===== src/rtl/stepper_ramp.sv =====
module stepper_ramp #(
  parameter int ACCEL = 4,
  parameter int CNT_W = 16,
  parameter int PH_W  = 8,
  parameter int LVL   = 16
) (
  input  logic             clk,
  input  logic             rst,
  input  logic             start,
  input  logic             stop,
  input  logic             dir_in,
  input  logic [CNT_W-1:0] nstep,
  output logic             step_en,
  output logic             dir_out,
  output logic             busy,
  output logic             done
);
  localparam int LV_W = $clog2(LVL + 1);
  localparam int PR_W = (ACCEL < 2) ? 1 : $clog2(ACCEL);

  typedef enum logic [1:0] {S_IDLE, S_ACC, S_CRU, S_DEC} st_t;

  st_t              st;
  logic [CNT_W-1:0] rem, acc_n;
  logic [LV_W-1:0]  lvl;
  logic [PH_W-1:0]  ph;
  logic [PR_W-1:0]  pres;
  logic             dir_q;

  wire [PH_W:0]    sum    = {1'b0, ph} + (PH_W+1)'(lvl);
  wire             carry  = sum[PH_W];
  wire [CNT_W-1:0] rem_nx = rem - 1'b1;
  wire [CNT_W-1:0] acc_nx = acc_n + 1'b1;
  wire             tick   = (pres == PR_W'(ACCEL - 1));
  wire [PR_W-1:0]  pres_nx = tick ? '0 : pres + 1'b1;

  assign busy    = (st != S_IDLE);
  assign dir_out = dir_q;

  always_ff @(posedge clk) begin
    if (rst) begin
      st      <= S_IDLE;
      rem     <= '0;
      acc_n   <= '0;
      lvl     <= LV_W'(1);
      ph      <= '0;
      pres    <= '0;
      dir_q   <= 1'b0;
      step_en <= 1'b0;
      done    <= 1'b0;
    end else begin
      step_en <= 1'b0;
      done    <= 1'b0;
      if (stop) begin
        st <= S_IDLE;
      end else if (st == S_IDLE) begin
        if (start) begin
          dir_q <= dir_in;
          rem   <= nstep;
          acc_n <= '0;
          lvl   <= LV_W'(1);
          ph    <= '0;
          pres  <= '0;
          if (nstep == '0) done <= 1'b1;
          else             st   <= S_ACC;
        end
      end else begin
        ph <= sum[PH_W-1:0];
        if (carry) begin
          step_en <= 1'b1;
          rem     <= rem_nx;
          if (rem_nx == '0) begin
            st   <= S_IDLE;
            done <= 1'b1;
          end else begin
            case (st)
              S_ACC: begin
                acc_n <= acc_nx;
                if (rem_nx <= acc_nx) begin
                  st   <= S_DEC;
                  pres <= '0;
                end else begin
                  pres <= pres_nx;
                  if (tick) begin
                    if (lvl == LV_W'(LVL)) st  <= S_CRU;
                    else                   lvl <= lvl + 1'b1;
                  end
                end
              end
              S_CRU: begin
                if (rem_nx <= acc_n) begin
                  st   <= S_DEC;
                  pres <= '0;
                end
              end
              default: begin
                pres <= pres_nx;
                if (tick && lvl > LV_W'(1)) lvl <= lvl - 1'b1;
              end
            endcase
          end
        end
      end
    end
  end
endmodule


===== config.mk =====
export PLATFORM = sky130hd
export DESIGN_NAME = stepper_ramp
export DESIGN_NICKNAME = d
export VERILOG_FILES = /design/src/rtl/stepper_ramp.sv
export SDC_FILE = /design/constraint.sdc
export NUM_CORES = 1
export LEC_CHECK = 0
export CAP_MARGIN = 25
export CORE_ASPECT_RATIO = 0.75
export CORE_MARGIN = 3
export CORE_UTILIZATION = 60
export DETAILED_ROUTE_END_ITERATION = 10
export GPL_TIMING_DRIVEN = 0
export PLACE_DENSITY = 0.8
export SLEW_MARGIN = 5
export SYNTH_ARGS = -nofsm -noshare
export SYNTH_HDL_FRONTEND = slang
export SYNTH_SLANG_ARGS = --single-unit

===== constraint.sdc =====
create_clock -name clk -period 13 [get_ports clk]
set_input_delay 1.3 -clock clk [delete_from_list [all_inputs] [get_ports clk]]
set_output_delay 1.3 -clock clk [all_outputs]
set_load 0.005 [all_outputs]

==> flow_summary.ini, run 1 <==
[synth]
synth-edff-count = 0
ys_warn_count = 0
synthXorXnorAreaFrac = 0.07697
synth_seq_cells = 52
synth_fp_nets = 626
yosys.area_share.simple = 0.2458
synth_cell_type_count = 56
syn_area_per_cell_um2 = 7.572
synth_top_family_by_area = simple AND/OR/NAND/NOR gates
synth_fa_ha_area_frac = 0.1474
async_flop_share = 0
synth_compound_area_frac = 0.2128
synthCells = 556
ys_seq_area_frac = 0.2473
netlist_area_mm2 = 0.004210
synth_flop_cell = dfxtp_1
synthMuxAreaShare = 0.007132

[pwr]
p_seq_frac = 0.361
pwr-share-comb = 0.383
switching_share = 0.3828
leakage_nw = 1.768
vdd_drop_max_mv = 0.06334
p_sw_mw = 0.1787
p_int_mw = 0.2881
clkPwrFrac = 0.255
finalPower_mw = 0.4668
p_per_area_mw_per_mm2 = 100.0

[floorplan]
dieArea_mm2 = 0.008069
rows = 25
fp.coreArea_mm2 = 0.006538
chipWidth_um = 102.7
initial_utilization = 0.6440
die_h_um = 78.55
io_pins = 25

[setup_path]
reg2regPathDepth = 17
r2r-start = acc_n[0]
worstPathRequired_ps = 13220
crit_chain = ha_1, and3_1, and3_1, clkbuf_1, nand2_1, nor4_1, and3_1, xnor2_1, inv_1, ha_1, nand4_1, or4_1, o211ai_1, a41oi_1, or2_2, o211a_1, a2111oi_2
cp_max_fo = 6
r2r_slack_ps = 7600
endpoint_kind = flop
worstPathArrival_ps = 5620
critPathMaxStageDelay_ps = 590
r2r-end = st[0]
criticalPathCategory = flop to flop
cpMostUsedCell = and3_1
slowest_stage = or4_1
crit_path_start_kind = flop

[layout]
nFillCells = 580
final_util = 0.7139
final_common_cell = nor2_1
layout-drive-gt1-share = 0.03571
area_delta_synth_final_pct = 10.85
multiInputGateArea_mm2 = 0.002905
final-seq-area_mm2 = 0.001041
final_cell_mix = 59 x nor2_1, 52 x dfxtp_1, 51 x a21oi_1
antennaDiodeCount = 0
nNetsFinal = 657

[timing]
relSlewSlack = 0.3699
rsz0062_at_grt = no
tns_ps = 0
layout_min_cycle_time_ps = 5398
setup_viol = 0
tightest_slew_ps = 936.5
fin_crit_sh = 0.4152
hold_violations = 0
slew_viol_final = 0
fmax_ghz = 0.1853
clock_skew_ps = 3.691

[status]
status = complete, no violations

[clock_network]
htreeDepth = 2
post_cts.repair.setup_buffers = 0
post_cts_resized = 0
cts_tree = yes
cts_buffers = 5
clkLatencyLatePin_ps = 320
postCtsHoldBufs = 0
cts_sinks = 52
clockRootBuffer = clkbuf_8
clk_pin_slew_ps = 100
clk_path_buf_depth = 2

[place]
gp_congestion = 0.9359
hpwl_mm = 9.365
portBuffers = 24

[min_path]
min_to = rem[10]
hold_class = flop to flop
min_path_cells = 2
hold_path_startpoint = rem[10]

[routing]
final_antenna_net_count = 0
drtIter0Drc = 321
drt-total-wl_mm = 12.13
drc_errors = 0
dr_total_vias = 4259
first_pass_iters = 5
viasPerCell = 6.366
wl_per_cell_um = 18.12

[global_route]
grt_pass1_vias = 4041
grt_max_degree = 18
gr-usage-all-layers = 0.3057
antenna_found_initial = 0
grt_overflow = 0
grt_pass1_wl_mm = 19.45

[job]
drv_cap = 0
## metal layers
layer | routed length [um] | up-vias | global-route usage | share of wire
met1 | 5229 | 1963 | 0.4095 | 0.43
met5 | 0 | - | 0 | 0
li1 | - | 2054 | - | -
met2 | 5392 | 209 | 0.4813 | 0.44
met4 | 243 | 0 | 0.09174 | 0.020
met3 | 1259 | 33 | 0.07726 | 0.10
## layout make-up
| cell class | count | area share |
|---|---|---|
| Timing Repair Buffer | 24 | 0.05147 |
| Tap cell | 81 | 0.02172 |
| Buffer | 25 | 0.02279 |
| Inverter | 42 | 0.03378 |
| Multi-Input combinational cell | 437 | 0.6225 |
| Sequential cell | 52 | 0.2231 |
| Clock inverter | 3 | 0.009920 |
| Clock buffer | 5 | 0.01475 |
## flip-flops by register name, summed over array words and instances, names as in the netlist
name and count:
st 2, lvl 5, rem 16, step_en 1, acc_n 16, dir_out 1
pres 2, ph 8, done 1
## synth_stat cells (all sizes together) (2+ instances only)
cell | instances | share of area
a2111oi | 2 | 0.0056
a211oi | 4 | 0.0071
a21o | 7 | 0.012
a21oi | 51 | 0.061
a22oi | 8 | 0.014
a311oi | 2 | 0.0042
a31oi | 5 | 0.0074
a41oi | 3 | 0.0062
and2 | 2 | 0.0030
and3 | 8 | 0.012
and4 | 2 | 0.0042
buf | 5 | 0.0074
clkbuf | 20 | 0.018
dfxtp | 52 | 0.25
ha | 48 | 0.14
inv | 42 | 0.037
mux2i | 3 | 0.0071
nand2 | 46 | 0.041
nand2b | 7 | 0.010
nand3 | 16 | 0.019
nand3b | 4 | 0.0071
nand4 | 9 | 0.013
nor2 | 59 | 0.053
nor3 | 18 | 0.023
nor4 | 15 | 0.024
nor4b | 3 | 0.0077
o211ai | 8 | 0.014
o21a | 2 | 0.0036
o21ai | 31 | 0.037
o31ai | 8 | 0.014
or2 | 3 | 0.0045
or3 | 7 | 0.010
or4 | 5 | 0.0089
xnor2 | 27 | 0.056
xor2 | 10 | 0.021
## critical path, delay by kind of cell (launching register included)
family,cells,cell delay [ps]
and+or+nand+nor,8,2610
AOI/OAI and AO/OA,4,1190
adders and majority gates,2,620
DFF,1,440
buffers and inverters,2,300
xor gates and xnor gates,1,150
## worst max path at each step
stage / startpoint / to / slack [ps]
2_1_floorplan: acc_n[0] / st[0] / 8530
3_3_place_gp: acc_n[0] / st[0] / 7870
3_5_place_dp: acc_n[0] / st[0] / 7750
4_1_cts: acc_n[0] / st[0] / 7720
5_1_grt: acc_n[0] / st[0] / 7230
6_report: acc_n[0] / st[0] / 7600
## cells by family (layout without fill, tap and decap cells)
family	after synthesis	count (layout)
simple gates	207	207
flops	52	52
compound gates	141	141
mux	3	3
fa+ha+maj	49	49
xor+xnor	37	37
buf+inv	67	99
## through the flow
stage	setup WS (ps)	area (um^2)	hold slack, ps	instances
floorplan	8527	4210	448.2	556
global placement	7872	4552	463.5	661
detailed placement	7751	4552	478.6	661
CTS	7716	4667	494.2	669
global route	7230	4667	517.7	669
finish	7602	4667	496.1	669
## power by group through the flow
stage / registers (mW) / clock network [mW] / logic, mW
after global routing: 0.169 / 0.129 / 0.196
after CTS: 0.168 / 0.120 / 0.172
after detailed placement: 0.172 / 0 / 0.170
final: 0.169 / 0.119 / 0.179
after global placement: 0.172 / 0 / 0.162
after floorplan: 0.171 / 0 / 0.122
(Power assumes the default switching activity.)
==> inputs of run 2 (changes only) <==
CORE_UTILIZATION = 55   (was 60)
PLACE_DENSITY = 0.77   (was 0.8)
clock period = 4.85 ns   (was 13 ns; I/O delays follow)
==> flow_summary.ini, run 2 (synthesis results as in run 1) <==
[global_route]
grt_overflow = 0
grt_pass1_vias = 3993
grt_max_degree = 17
antenna_found_initial = 0
gr-usage-all-layers = 0.2790
grt_pass1_wl_mm = 19.44

[routing]
final_antenna_net_count = 0
drt-total-wl_mm = 11.86
wl_per_cell_um = 17.23
viasPerCell = 6.180
drc_errors = 0
drtIter0Drc = 351
dr_total_vias = 4252
first_pass_iters = 5

[timing]
fin_crit_sh = 0.9584
relSlewSlack = 0.4115
finalWorstSetupSlack_ps = 201.8
fmax_ghz = 0.2151
hold_violations = 0
layout_min_cycle_time_ps = 4648
tightest_slew_ps = 874.6
rsz0062_at_grt = no
clock_skew_ps = 8.515
setup_viol = 0
slew_viol_final = 0

[setup_path]
cp_max_fo = 6
criticalPathCategory = flop to flop
worstPathArrival_ps = 4880
worstPathRequired_ps = 5080
crit_path_start_kind = flop
endpoint_kind = flop

[clock_network]
postCtsHoldBufs = 0
cts_tree = yes
clkLatencyLatePin_ps = 330
clockRootBuffer = clkbuf_8
clk_pin_slew_ps = 110
htreeDepth = 2
cts_sinks = 52
cts_buffers = 5
clk_path_buf_depth = 2

[pwr]
leakage_nw = 1.829
pwr-share-comb = 0.388
vdd_drop_max_mv = 0.1260
p_sw_mw = 0.4789
clkPwrFrac = 0.253
finalPower_mw = 1.261
p_int_mw = 0.7824
p_per_area_mw_per_mm2 = 265.1
switching_share = 0.3797
p_seq_frac = 0.359

[layout]
antennaDiodeCount = 0
final_util = 0.6677
final_common_cell = nor2_1
nFillCells = 596
layout-drive-gt1-share = 0.05254
area_delta_synth_final_pct = 12.99
top_regs = acc_n (16), rem (16), ph (8)
nNetsFinal = 659
final_cell_mix = 59 x nor2_1, 51 x a21oi_1, 51 x dfxtp_1

[floorplan]
io_pins = 25
die_h_um = 81.77
fp.coreArea_mm2 = 0.007124
chipWidth_um = 107.0
initial_utilization = 0.5910
dieArea_mm2 = 0.008752
rows = 26

[job]
drv_cap = 0

[place]
portBuffers = 24
dp_slack_ps = -316.0
hpwl_mm = 9.175
gp_congestion = 0.9955

[min_path]
hold_class = flop to flop

[status]
status = complete, no violations
==> run 2: changes by cell type in the layout (fill, tap and decap cells not counted), moves of 2 or more <==
cell      before  now
nor4_1        14   12
buf_4          3    7
nor4_4         0    2
clkbuf_1      20   18
==> run 2: power groups by stage <==
stage	registers, mW	clock network [mW]	logic, mW
after floorplan	0.457	0	0.326
after global placement	0.460	0	0.439
after detailed placement	0.461	0	0.454
after CTS	0.451	0.316	0.467
after global routing	0.454	0.332	0.544
final	0.452	0.320	0.489
==> run 2: final timing paths <==
path / cells past startpoint / from / endpoint / slack, ps
setup / recovery: 15 / acc_n[4] / st[0] / 200
hold / removal: 2 / rem[10] / rem[10] / 490
setup reg to reg: 15 / acc_n[4] / st[0] / 200
hold reg to reg: 2 / rem[10] / rem[10] / 490
==> run 2: worst max-delay path: stages, from the launching register on <==
cell and delay [ps]:
dfxtp_1 470, and3_1 210, nand3_1 120, or4_1 490
clkbuf_1 230, nor4_4 280, and3_1 260, xnor2_1 80
ha_1 290, nand4_1 150, or4_1 600, or3_1 460
a41oi_1 290, or2_2 170, a31oi_1 100, a2111oi_2 330
==> run 2: per-stage QoR <==
| stage | setup TNS [ps] | hold WS (ps) | std cells | cell area, um^2 |
|---|---|---|---|---|
| 2_1_floorplan | 0 | 448.2 | 556 | 4210 |
| 3_3_place_gp | -1590 | 468.1 | 678 | 4573 |
| 3_5_place_dp | -1771 | 479.5 | 678 | 4573 |
| 4_1_cts | 0 | 493.2 | 687 | 4723 |
| 5_1_grt | 0 | 516.9 | 688 | 4757 |
| 6_report | 0 | 494.9 | 688 | 4757 |
==> run 2: final cells by class <==
type                       instances  area (um^2)  share of cell area
multi-input combinational        437         2954              0.6210
timing repair buffer              28        270.3             0.05681
inverter                          42        157.7             0.03314
sequential                        52         1042              0.2191
buffer                            23        98.84             0.02078
clock inverter                     3        42.54            0.008943
clock buffer                       5        68.82             0.01447
tap                               98        122.6             0.02578
==> run 2: routing by layer <==
layer	vias up	global-route usage	wire, um
met5	-	0	0
met4	0	0.09451	232
met3	24	0.04870	964
met2	187	0.4164	4814
met1	1973	0.4055	5846
li1	2068	-	-
==> run 2: timing repair <==
action	4_1_cts	5_1_grt
pin swaps	1	3
gates resized for setup	6	3
setup buffers	1	3
cloned	0	0
endpoints found under the setup margin	7	9
